**config.mk**
```make
export PLATFORM = sky130hd
export DESIGN_NAME = cfg_addr_router
export DESIGN_NICKNAME = d
export VERILOG_FILES = /design/src/rtl/cfg_router_pkg.sv /design/src/rtl/cfg_bus_table.sv /design/src/rtl/cfg_slot_decode.sv /design/src/rtl/cfg_addr_router.sv
export SDC_FILE = /design/constraint.sdc
export NUM_CORES = 1
export LEC_CHECK = 0
export BUFFER_PORTS_ARGS = -buffer_cell sky130_fd_sc_hd__buf_2
export CELL_PAD_IN_SITES_DETAIL_PLACEMENT = 1
export CELL_PAD_IN_SITES_GLOBAL_PLACEMENT = 1
export CORE_AREA = 3 3 566 568
export DETAILED_ROUTE_END_ITERATION = 8
export DIE_AREA = 0 0 569 571
export PLACE_DENSITY = 0.37
export SYNTH_ARGS = -nofsm -noshare
export SYNTH_HDL_FRONTEND = slang
export SYNTH_SLANG_ARGS = --single-unit
```
**constraint.sdc**
```tcl
create_clock -name clk -period 4.1 [get_ports clk]
set_clock_uncertainty 0.2 [all_clocks]
set_input_delay 0 -clock clk [delete_from_list [all_inputs] [get_ports clk]]
set_output_delay 0 -clock clk [all_outputs]
set_load 0.005 [all_outputs]
```
**src/rtl/cfg_router_pkg.sv**
```systemverilog
package cfg_router_pkg;
  localparam int BUSN_W = 8;
  localparam int DF_W   = 8;
  localparam int OFF_W  = 8;

  typedef struct packed {
    logic [7:0]        rsvd;
    logic [BUSN_W-1:0] bus;
    logic [DF_W-1:0]   devfn;
    logic [OFF_W-1:0]  off;
  } cfg_addr_t;

  localparam logic [OFF_W-1:0] OFF_SECBUS_HI = 8'h18;
  localparam logic [OFF_W-1:0] OFF_SECBUS    = 8'h19;
endpackage

```
**src/rtl/cfg_bus_table.sv**
```systemverilog
module cfg_bus_table #(
  parameter int NUM_BUS = 4,
  parameter int LEN_W   = 3,
  parameter logic [NUM_BUS*8-1:0] BRIDGE_DEVFN = '0,
  localparam int BIDX_W = $clog2(NUM_BUS)
) (
  input  logic              clk,
  input  logic              rst,
  input  logic [7:0]        look_bus,
  input  logic              upd_en,
  input  logic [7:0]        upd_devfn,
  input  logic [7:0]        upd_off,
  input  logic [LEN_W-1:0]  upd_len,
  input  logic [15:0]       upd_data,
  output logic              hit,
  output logic [BIDX_W-1:0] hit_idx
);
  import cfg_router_pkg::*;

  logic [7:0] bus_num [NUM_BUS];
  logic       assigned [NUM_BUS];

  for (genvar k = 0; k < NUM_BUS; k++) begin : g_entry
    if (k == 0) begin : g_primary
      assign bus_num[k]  = 8'h00;
      assign assigned[k] = 1'b1;
    end else begin : g_secondary
      logic at_bridge;
      assign at_bridge = upd_en && (upd_devfn == BRIDGE_DEVFN[k*8 +: 8]);
      always_ff @(posedge clk) begin
        if (rst) begin
          bus_num[k]  <= 8'h00;
          assigned[k] <= 1'b0;
        end else if (at_bridge) begin
          if (upd_off == OFF_SECBUS) begin
            bus_num[k]  <= upd_data[7:0];
            assigned[k] <= 1'b1;
          end else if (upd_off == OFF_SECBUS_HI && upd_len >= LEN_W'(2)) begin
            bus_num[k]  <= upd_data[15:8];
            assigned[k] <= 1'b1;
          end
        end
      end
    end
  end

  always_comb begin
    hit     = 1'b0;
    hit_idx = '0;
    for (int i = NUM_BUS-1; i >= 0; i--) begin
      if (assigned[i] && bus_num[i] == look_bus) begin
        hit     = 1'b1;
        hit_idx = BIDX_W'(i);
      end
    end
  end
endmodule

```
**src/rtl/cfg_slot_decode.sv**
```systemverilog
module cfg_slot_decode #(
  parameter int DF_W  = 8,
  localparam int SLOTS = 1 << DF_W
) (
  input  logic            en,
  input  logic [DF_W-1:0] devfn,
  output logic [SLOTS-1:0] sel
);
  for (genvar i = 0; i < SLOTS; i++) begin : g_sel
    assign sel[i] = en && (devfn == DF_W'(i));
  end
endmodule

```
**src/rtl/cfg_addr_router.sv**
```systemverilog
module cfg_addr_router #(
  parameter int ADDR_W  = 32,
  parameter int DATA_W  = 32,
  parameter int LEN_W   = 3,
  parameter int NUM_BUS = 4,
  parameter logic [NUM_BUS*8-1:0] BRIDGE_DEVFN = 32'h18_10_08_00,
  localparam int SLOTS  = 256,
  localparam int BIDX_W = $clog2(NUM_BUS)
) (
  input  logic                     clk,
  input  logic                     rst,
  input  logic                     req_rd,
  input  logic                     req_wr,
  input  logic [ADDR_W-1:0]        req_addr,
  input  logic [DATA_W-1:0]        req_wdata,
  input  logic [LEN_W-1:0]         req_len,
  input  logic [NUM_BUS*SLOTS-1:0] present,
  input  logic [DATA_W-1:0]        tgt_rdata,
  output logic                     fwd_valid,
  output logic                     fwd_write,
  output logic [BIDX_W-1:0]        fwd_bus,
  output logic [SLOTS-1:0]         fwd_sel,
  output logic [7:0]               fwd_off,
  output logic [DATA_W-1:0]        fwd_wdata,
  output logic [LEN_W-1:0]         fwd_len,
  output logic                     rsp_valid,
  output logic                     rsp_miss,
  output logic [DATA_W-1:0]        rsp_data
);
  import cfg_router_pkg::*;

  localparam int PIDX_W = BIDX_W + DF_W;

  cfg_addr_t a;
  assign a = cfg_addr_t'(req_addr[31:0]);

  logic unused_hi;
  assign unused_hi = ^a.rsvd;

  logic              bus_hit;
  logic [BIDX_W-1:0] bus_idx;
  logic [PIDX_W-1:0] pidx;
  logic              slot_hit, is_rd, is_wr, go;
  logic [SLOTS-1:0]  sel_next;
  logic [DATA_W-1:0] fill_next, fill_q;

  assign is_rd = req_rd;
  assign is_wr = req_wr && !req_rd;

  cfg_bus_table #(
    .NUM_BUS(NUM_BUS), .LEN_W(LEN_W), .BRIDGE_DEVFN(BRIDGE_DEVFN)
  ) u_table (
    .clk(clk), .rst(rst), .look_bus(a.bus),
    .upd_en(is_wr && slot_hit && bus_idx == '0),
    .upd_devfn(a.devfn), .upd_off(a.off), .upd_len(req_len),
    .upd_data(req_wdata[15:0]),
    .hit(bus_hit), .hit_idx(bus_idx)
  );

  assign pidx     = {bus_idx, a.devfn};
  assign slot_hit = bus_hit && present[pidx];
  assign go       = (is_rd || is_wr) && slot_hit;

  cfg_slot_decode #(.DF_W(DF_W)) u_dec (
    .en(go), .devfn(a.devfn), .sel(sel_next)
  );

  always_comb begin
    if (req_len == LEN_W'(1))      fill_next = DATA_W'(8'hFF);
    else if (req_len == LEN_W'(2)) fill_next = DATA_W'(16'hFFFF);
    else                           fill_next = '1;
  end

  always_ff @(posedge clk) begin
    if (rst) begin
      fwd_valid <= 1'b0;
      fwd_write <= 1'b0;
      fwd_bus   <= '0;
      fwd_sel   <= '0;
      fwd_off   <= '0;
      fwd_wdata <= '0;
      fwd_len   <= '0;
      rsp_valid <= 1'b0;
      rsp_miss  <= 1'b0;
      fill_q    <= '0;
    end else begin
      fwd_valid <= go;
      fwd_write <= is_wr;
      fwd_bus   <= bus_idx;
      fwd_sel   <= sel_next;
      fwd_off   <= a.off;
      fwd_wdata <= req_wdata;
      fwd_len   <= req_len;
      rsp_valid <= is_rd;
      rsp_miss  <= is_rd && !slot_hit;
      fill_q    <= fill_next;
    end
  end

  assign rsp_data = rsp_miss ? fill_q : tgt_rdata;
endmodule

```
==> results of run 1 <==
## where the power goes
part	total, uW	internal [uW]	switching [uW]
Sequential	3300	3280	15.1
Clock	3660	2060	1600
Combinational	2590	1190	1400
## repair_timing
item	CTS	global route
endpoints found under the setup margin	272	0
endpoints found under the hold margin	93	0
hold buffers	122	0
resized for setup	6	0
## cell families after synthesis
kind of cell,Yosys count,share of synthesized area
mux,370,0.310
flops,335,0.341
buf+inv,245,0.0711
xor+xnor,25,0.0111
compound gates,244,0.0893
simple gates,559,0.178
## sequential cells by signal (all words and copies together), names as in the netlist
| name | flops |
|---|---|
| fwd_len | 3 |
| fill_q | 3 |
| u_table.assigned | 3 |
| fwd_off | 8 |
| fwd_valid | 1 |
| u_table.bus_num | 24 |
| fwd_bus | 2 |
| fwd_write | 1 |
| rsp_miss | 1 |
| fwd_sel | 256 |
| fwd_wdata | 32 |
| rsp_valid | 1 |
## worst max-delay path by stage
| stage | from | slack (ns) | endpoint | cells past startpoint |
|---|---|---|---|---|
| floorplan | req_addr[8] | 1.23 | fwd_sel[238] | 13 |
| global placement | req_addr[14] | -0.91 | fwd_sel[110] | 18 |
| detailed placement | req_addr[11] | -0.90 | fwd_sel[214] | 16 |
| CTS | u_table.bus_num[6] | 0.005 | fwd_sel[214] | 13 |
| global route | u_table.bus_num[6] | 0.005 | fwd_sel[46] | 13 |
| finish | u_table.bus_num[6] | 0.17 | fwd_sel[214] | 13 |
## worst max-delay path, stage by stage, from the launching register on
cell	delay [ns]
dfxtp_1	0.32
xor2_1	0.16
nor4_1	0.47
and3_1	0.27
a31oi_4	0.12
buf_12	0.18
a2111oi_4	0.51
a31o_1	0.52
a32oi_2	0.17
a21oi_4	0.16
buf_12	0.16
buf_12	0.19
buf_4	0.18
nor4_1	0.06
## layout make-up
class	instances	area, sq um
antenna	42	105
clock buffer	58	1150
clock inverter	15	186
fill	37400	279000
inverter	43	163
multi-input combinational	1198	11800
sequential	335	6710
tap	4160	5200
timing repair buffer	1823	11100
## layer usage
layer  track usage  share of wire  wire [um]  vias up
li1              -              -          -    10200
met1         0.144           0.39      85000    11600
met2         0.250           0.54     118000     1162
met3        0.0248          0.053      11600      189
met4        0.0206          0.016       3550       34
met5             0        0.00095        207        -
## through the flow
| step | TNS (ns) | hold WS [ns] |
|---|---|---|
| floorplan | 0 | -0.124 |
| global placement | -218.75 | 0.0172 |
| detailed placement | -221.43 | 0.0180 |
| CTS | 0 | 0.00688 |
| global route | 0 | 0.0483 |
| finish | 0 | 0.0565 |
## placed cells by master (no fill, tap or decap), drive strengths merged, types with 5 or more instances in the layout
cell type / n
a211oi: 11
a21oi: 22
a221oi: 11
a22o: 18
a22oi: 77
a31oi: 9
and2: 5
and3: 5
buf: 1701
clkbuf: 58
clkinv: 10
dfxtp: 335
diode: 42
dlygate4sd3: 122
inv: 45
mux2: 8
mux2i: 171
mux4: 191
nand2: 111
nand3: 50
nand4: 12
nor2: 25
nor2b: 57
nor3: 233
nor4: 39
o211ai: 5
o21ai: 44
o22ai: 15
xnor2: 14
xor2: 11
==> results.py, run 1 <==
metrics = {
    "timing": {
        "maxSlewHeadroom": 0.304,
        "slew_violations": 0,
        "rsz0062_at_grt": "no",
        "period_needed_ns": 3.93,
        "post-route-period-util": 0.959,
        "fmax_ghz": 0.254,
        "finalHoldViolations": 0,
        "setup_ws_ns": 0.169,
        "setup_viol": 0,
        "tightest_slew_ns": 1.04,
    },
    "place": {
        "dp_slack_ns": -0.903,
        "io_buffer_count": 1455,
        "postPlaceCellArea_sq_um": 33700,
        "place_congestion": 0.912,
        "dp.cells": 7437,
        "dpl.hpwl_um": 190000,
    },
    "clocking": {
        "cts.sinks": 335,
        "cts_tree": "done",
        "htreeDepth": 2,
        "post_cts_buffers": 0,
        "cts_buffers": 42,
        "cts_root_buffer": "clkbuf_16",
        "cts.clk_slew.worst_paths_ns": 0.06,
        "cts_buffer_depth": 3,
        "clk-insertion-delay-late_ns": 0.61,
    },
    "route": {
        "finalWirelength_um": 218000,
        "vias_per_cell": 3.03,
        "dr.pass1.iters": 5,
        "post_drt_wl_per_cell_um": 28.4,
        "vias": 23200,
        "drc": 0,
        "drtIter0Drc": 1173,
        "ant_nets": 0,
    },
    "layout": {
        "final_cells": 7674,
        "finalInstanceArea_sq_um": 36400,
        "drive_gt1_frac": 0.618,
        "areaGrowthSynthToFinish_pct": 84.8,
        "final_util": 0.115,
        "nNetsFinal": 4570,
    },
    "synthesis": {
        "synth_common_cells": "335 x dfxtp_1, 191 x mux4_2, 171 x mux2i_1",
        "yosysSeqAreaShare": 0.341,
        "ys_warn_count": 0,
        "ys_ff_latch": 335,
        "synth_largest_area_cell": "dfxtp_1",
        "synth.distinct_cells": 69,
        "synth_edf_count": 0,
        "post-synth-top-count-cell": "dfxtp_1",
        "synth_top_area_frac": 0.341,
        "syn_area_sq_um": 19700,
        "synth-async-reset-ratio": 0,
        "synth_fp_nets": 2905,
        "synth_ff_type": "dfxtp_1",
        "syn_inst": 1778,
        "synth.area.top_cells": "dfxtp_1 34%, mux4_2 22%, mux2i_1 8.7%, nor3_2 6.6%, a22oi_1 2.9%",
        "avgSynthCellArea_sq_um": 11.1,
    },
    "floorplanning": {
        "initial_core_util": 0.0625,
        "die_w_um": 569,
        "num_rows": 206,
        "pin_count": 1464,
        "die_y_um": 571,
        "dieArea_sq_um": 325000,
        "core-area_sq_um": 315000,
    },
    "power_and_ir_drop": {
        "cellPowerDensity_nw_per_um2": 262,
        "p_total_uw": 9540,
        "vdd_ir_drop_max_mv": 0.272,
        "p_leak_uw": 0.0152,
    },
    "setup_path": {
        "cp_data_required_time_ns": 4.34,
        "critPathMaxFanout": 19,
        "reg2reg_from": "u_table.bus_num[6]",
        "rrSetupSlack_ns": 0.17,
        "reg2reg_depth": 13,
        "worst_ep_arrival_time_ns": 4.17,
        "end_kind": "flop",
        "regToRegEndpoint": "fwd_sel[214]",
        "critPathKind": "reg2reg",
        "start_kind": "flop",
    },
    "global_route": {
        "grt_overflow": 0,
        "antenna_found_initial": 105,
        "grt_max_degree": 48,
        "grtUsageTotal": 0.128,
        "grt_pass1_vias": 25900,
        "grt_pass1_wl_um": 272000,
    },
    "min_path": {
        "holdPathStages": 3,
        "hold_path_class": "in2reg",
        "hp-start": "req_len[0]",
        "worstHoldEndpoint": "fwd_len[0]",
    },
    "job": {
        "drv_cap": 0,
    },
    "run_status": {
        "status": "complete, no violations",
    },
}
(Power assumes the default switching activity.)
==> inputs of run 2 (changes only) <==
- GPL_TIMING_DRIVEN: not set -> 0
- SKIP_CTS_REPAIR_TIMING: not set -> 1
==> results.py, run 2 (synthesized netlist as in run 1, its figures left out) <==
metrics = {
    "power_and_ir_drop": {
        "p_leak_uw": 0.0147,
        "vdd_ir_drop_max_mv": 0.266,
        "cellPowerDensity_nw_per_um2": 279,
    },
    "layout": {
        "layout_commonest_cell": "buf_2",
        "nNetsFinal": 4514,
        "drive_gt1_frac": 0.610,
        "finalInstanceArea_sq_um": 35700,
        "largest_reg_flops": 256,
        "layout_common_cells": "1469 x buf_2, 335 x dfxtp_1, 191 x mux4_2",
        "final_util": 0.113,
        "areaGrowthSynthToFinish_pct": 81.2,
        "reg.largest.list": "fwd_sel (256), fwd_wdata (32), u_table.bus_num (24)",
        "largest-register": "fwd_sel",
    },
    "global_route": {
        "grt_pass1_vias": 25800,
        "grt_pass1_wl_um": 308000,
        "grt_max_degree": 14,
        "antenna_found_initial": 124,
        "grt_overflow": 0,
        "grtUsageTotal": 0.149,
    },
    "clocking": {
        "clk-insertion-delay-late_ns": 0.64,
        "cts.clk_slew.worst_paths_ns": 0.06,
        "cts.sinks": 335,
        "cts_buffer_depth": 3,
        "cts_tree": "done",
        "htreeDepth": 2,
        "cts_buffers": 42,
        "cts_root_buffer": "clkbuf_16",
    },
    "setup_path": {
        "rrSetupSlack_ns": 0.33,
        "crit_family": "buffers and inverters",
        "end_kind": "flop",
        "critPathMaxFanout": 10,
        "reg2reg_depth": 14,
        "critPathKind": "in2reg",
        "regToRegEndpoint": "fwd_sel[173]",
        "crit_path_max_incr_delay_ns": 0.84,
        "reg2reg_from": "u_table.bus_num[6]",
        "start_kind": "input pin",
        "cp_slowest_cell": "a211oi_1",
        "crit_top_cell": "clkbuf_4",
        "cp_data_required_time_ns": 4.34,
        "cp_num_buf_inv": 7,
        "worst_ep_arrival_time_ns": 4.31,
        "crit_chain": "buf_4, buf_8, nor2b_1, clkbuf_2, clkbuf_4, a211oi_1, nand3_2, nand4_1, a211oi_4, and3_1, o221ai_2, buf_16, a21oi_4, buf_12, clkbuf_4, nor4_1",
    },
    "route": {
        "wl_met1_um": 101000,
        "finalWirelength_um": 255000,
        "ant_nets": 0,
        "drc": 0,
        "drtIter0Drc": 1228,
        "met3RoutedLength_um": 14600,
        "dr.pass1.iters": 4,
        "vias_per_cell": 3.14,
        "top_layer": "met5",
        "wl_met2_um": 129000,
        "post_drt_wl_per_cell_um": 33.4,
        "vias": 24000,
    },
    "place": {
        "io_buffer_count": 1450,
        "dpl.hpwl_um": 222000,
        "postPlaceCellArea_sq_um": 32700,
        "place_congestion": 0.926,
    },
    "min_path": {
        "hp-start": "req_addr[1]",
        "hold_path_class": "in2reg",
        "worstHoldEndpoint": "fwd_off[1]",
        "holdPathStages": 3,
    },
    "timing": {
        "slew_violations": 0,
        "period_needed_ns": 4.07,
        "post-route-period-util": 0.993,
        "fmax_ghz": 0.246,
        "finalHoldViolations": 0,
        "tightest_slew_ns": 1.46,
        "tns_ns": 0,
        "maxSlewHeadroom": 0.0283,
        "setup_viol": 0,
    },
    "floorplanning": {
        "dieArea_sq_um": 325000,
        "die_y_um": 571,
        "initial_core_util": 0.0625,
        "num_rows": 206,
        "pin_count": 1464,
        "die_w_um": 569,
        "core-area_sq_um": 315000,
    },
    "run_status": {
        "status": "complete, no violations",
    },
    "job": {
        "drv_cap": 0,
    },
}
[run 2: worst min-delay path: stages]
cell	delay (ns)
dlygate4sd3_1	0.52
buf_2	0.11
nor2b_1	0.11
[run 2: cell type report]
| cell class | count | area, sq um |
|---|---|---|
| Clock inverter | 16 | 213 |
| Sequential cell | 335 | 6710 |
| Clock buffer | 58 | 1230 |
| Timing Repair Buffer | 1565 | 8600 |
| Inverter | 43 | 161 |
| Tap cell | 4160 | 5200 |
| Antenna cell | 63 | 158 |
| Buffer | 202 | 1510 |
| Fill cell | 37500 | 280000 |
| Multi-Input combinational cell | 1198 | 11900 |
[run 2: worst max path at each step]
stage                      start           end  slack, ns  cells after the start
floorplan            req_addr[8]  fwd_sel[238]       1.23                     13
global placement    req_addr[12]  fwd_sel[126]      -5.43                     11
detailed placement   req_addr[8]  fwd_sel[249]      -3.01                     14
CTS                  req_addr[8]  fwd_sel[241]      -2.37                     14
global route         req_addr[9]  fwd_sel[173]      -0.01                     14
finish               req_addr[8]  fwd_sel[241]       0.03                     16
[run 2: where the power goes]
part | internal [uW] | leakage [uW] | switching, uW
combinational | 1100 | 0.0112 | 1660
sequential | 3280 | 0.00271 | 10.8
clock | 2260 | 0.000711 | 1650
total | 6640 | 0.0147 | 3320
[run 2: through the flow]
stage | worst slack (ns) | hold WS [ns] | instances | power (uW)
3_3_place_gp | -5.43 | 0.0194 | 7388 | 6010
3_5_place_dp | -3.01 | 0.0139 | 7409 | 6080
2_1_floorplan | 1.23 | -0.124 | 1778 | 4270
6_report | 0.0271 | 0.0218 | 7640 | 9960
4_1_cts | -2.37 | -0.709 | 7483 | 10100
5_1_grt | -0.0126 | 0.0141 | 7611 | 10400
[run 2: metal layers]
layer / vias up / global-route usage
met1: 12100 / 0.173
met4: 52 / 0.0490
met2: 1339 / 0.273
met3: 313 / 0.0277
met5: - / 0
li1: 10100 / -
==> inputs of run 3 (changes only) <==
- REMOVE_ABC_BUFFERS: not set -> 1
==> results.py, run 3 (synthesized netlist as in run 1, its figures left out) <==
metrics = {
    "floorplanning": {
        "dieArea_sq_um": 325000,
        "pin_count": 1464,
        "die_y_um": 571,
        "core-area_sq_um": 315000,
        "initial_core_util": 0.0625,
        "num_rows": 206,
        "die_w_um": 569,
    },
    "setup_path": {
        "start_kind": "input pin",
        "end_kind": "flop",
        "worst_ep_arrival_time_ns": 4.31,
        "cp_num_buf_inv": 2,
        "cp_data_required_time_ns": 4.27,
        "reg2reg_depth": 11,
        "rrSetupSlack_ns": 0.12,
        "critPathMaxFanout": 29,
        "crit_family": "simple AND/OR/NAND/NOR gates",
        "critPathKind": "in2reg",
        "cp.depth": 10,
        "crit_path_max_incr_delay_ns": 1.04,
        "crit_chain": "buf_6, nand2_1, nor2_1, a22oi_1, a311o_1, a31o_4, a32oi_4, a21oi_4, clkbuf_16, nor4_1",
        "cp_slowest_cell": "nor4_1",
    },
    "global_route": {
        "grt_pass1_vias": 23700,
        "busiest_layer": "met2",
        "use_met3": 0.0274,
        "grtUsageTotal": 0.117,
        "grt_pass1_wl_um": 248000,
        "antenna_found_initial": 97,
        "grt_use_met2": 0.222,
        "grt_overflow": 0,
        "use_met1": 0.129,
        "grt_max_degree": 100,
    },
    "timing": {
        "maxSlewHeadroom": 0.0856,
        "setup_viol": 1,
        "period_needed_ns": 4.15,
        "fmax_ghz": 0.241,
        "setup_ws_ns": -0.0459,
        "post-route-period-util": 1.01,
        "whs_ns": -0.0224,
        "tightest_slew_ns": 1.37,
        "finalHoldViolations": 4,
        "slew_violations": 0,
    },
    "layout": {
        "reg.largest.list": "fwd_sel (256), fwd_wdata (32), u_table.bus_num (24)",
        "areaGrowthSynthToFinish_pct": 80.9,
        "largest_reg_flops": 256,
        "multi_input_area_sq_um": 12100,
        "layout_commonest_cell": "buf_2",
        "num-fill-cells": 37300,
        "largest-register": "fwd_sel",
        "layout_common_cells": "1449 x buf_2, 335 x dfxtp_1, 191 x mux4_2",
        "nNetsFinal": 4374,
        "drive_gt1_frac": 0.627,
        "seq_area_sq_um": 6710,
    },
    "power_and_ir_drop": {
        "p_leak_uw": 0.0145,
        "power_switching_uw": 2980,
        "p_int_uw": 6270,
        "swShare": 0.322,
        "p_comb_frac": 0.272,
        "vdd_ir_drop_max_mv": 0.219,
        "pwr-share-seq": 0.356,
        "clkPwrFrac": 0.372,
        "p_total_uw": 9250,
        "cellPowerDensity_nw_per_um2": 260,
    },
    "clocking": {
        "cts_buffer_depth": 3,
        "cts_root_buffer": "clkbuf_16",
        "htreeDepth": 2,
        "cts.clk_slew.worst_paths_ns": 0.06,
        "cts_tree": "done",
        "cts_buffers": 38,
        "clk-insertion-delay-late_ns": 0.59,
        "cts.sinks": 335,
    },
    "route": {
        "drc": 0,
        "finalWirelength_um": 211000,
        "post_drt_wl_per_cell_um": 28.1,
        "ant_nets": 0,
        "dr.pass1.iters": 5,
        "drtIter0Drc": 1002,
        "vias_per_cell": 3.00,
        "vias": 22500,
    },
    "min_path": {
        "holdPathStages": 3,
        "hold_path_class": "in2reg",
    },
    "place": {
        "place_congestion": 0.890,
        "io_buffer_count": 1455,
        "dp_slack_ns": -3.69,
        "dpl.hpwl_um": 172000,
    },
    "run_status": {
        "violations": "negative hold slack, negative setup slack",
        "status": "finished with violations",
    },
    "job": {
        "drv_cap": 0,
    },
}
==> run 3: cell types whose count changed in the layout (fill, tap and decap cells not counted), sizes merged, moves of 2 or more <==
cell,before,now
dlygate4sd3,89,55
diode,63,52
clkbuf,149,76
buf,1587,1552
clkinvlp,1,3
==> run 3: worst paths after layout <==
check,from,end
setup / recovery,req_addr[13],fwd_sel[252]
hold / removal,req_wdata[23],fwd_wdata[23]
setup reg to reg,u_table.bus_num[4],fwd_sel[252]
hold reg to reg,u_table.assigned[1],u_table.assigned[1]
==> run 3: cell type report <==
| cell class | instances | area share |
|---|---|---|
| Antenna cell | 52 | 0.00365 |
| Timing Repair Buffer | 1630 | 0.283 |
| Clock inverter | 15 | 0.00407 |
| Timing Repair inverter | 1 | 0.000141 |
| Clock buffer | 53 | 0.0294 |
| Inverter | 43 | 0.00467 |
| Multi-Input combinational cell | 1198 | 0.341 |
| Sequential cell | 335 | 0.188 |
| Tap cell | 4160 | 0.146 |
==> run 3: worst min-delay path, cell delays in order <==
cell           delay [ns]
dlygate4sd3_1        0.52
buf_2                0.10
nor2b_1              0.11
==> run 3: metrics by stage <==
stage / area (sq um) / std cells / hold slack (ns) / TNS [ns] / utilization
6_report: 35600 / 7487 / -0.0224 / -0.0459 / 0.113
5_1_grt: 35500 / 7449 / -0.00113 / -0.00606 / 0.113
4_1_cts: 33600 / 7318 / -0.632 / -640.50 / 0.107
3_5_place_dp: 32400 / 7250 / 0.0222 / -820.38 / 0.103
3_3_place_gp: 30900 / 7191 / 0.0192 / -5421.55 / 0.0982
2_1_floorplan: 18500 / 1576 / -0.131 / -835.86 / -
==> run 3: routing by layer <==
metal / vias to the layer above / wire length, um
li1: 9815 / -
met1: 11300 / 79100
met2: 1156 / 111000
met3: 203 / 14300
met4: 24 / 5540
met5: - / 164
==> run 3: power groups by stage <==
stage / logic, uW / clock network, uW / registers, uW
after detailed placement: 2440 / 0 / 3370
after floorplan: 724 / 0 / 3370
after CTS: 2450 / 3590 / 3290
final: 2520 / 3440 / 3290
after global routing: 2710 / 3700 / 3290
after global placement: 2470 / 0 / 3370
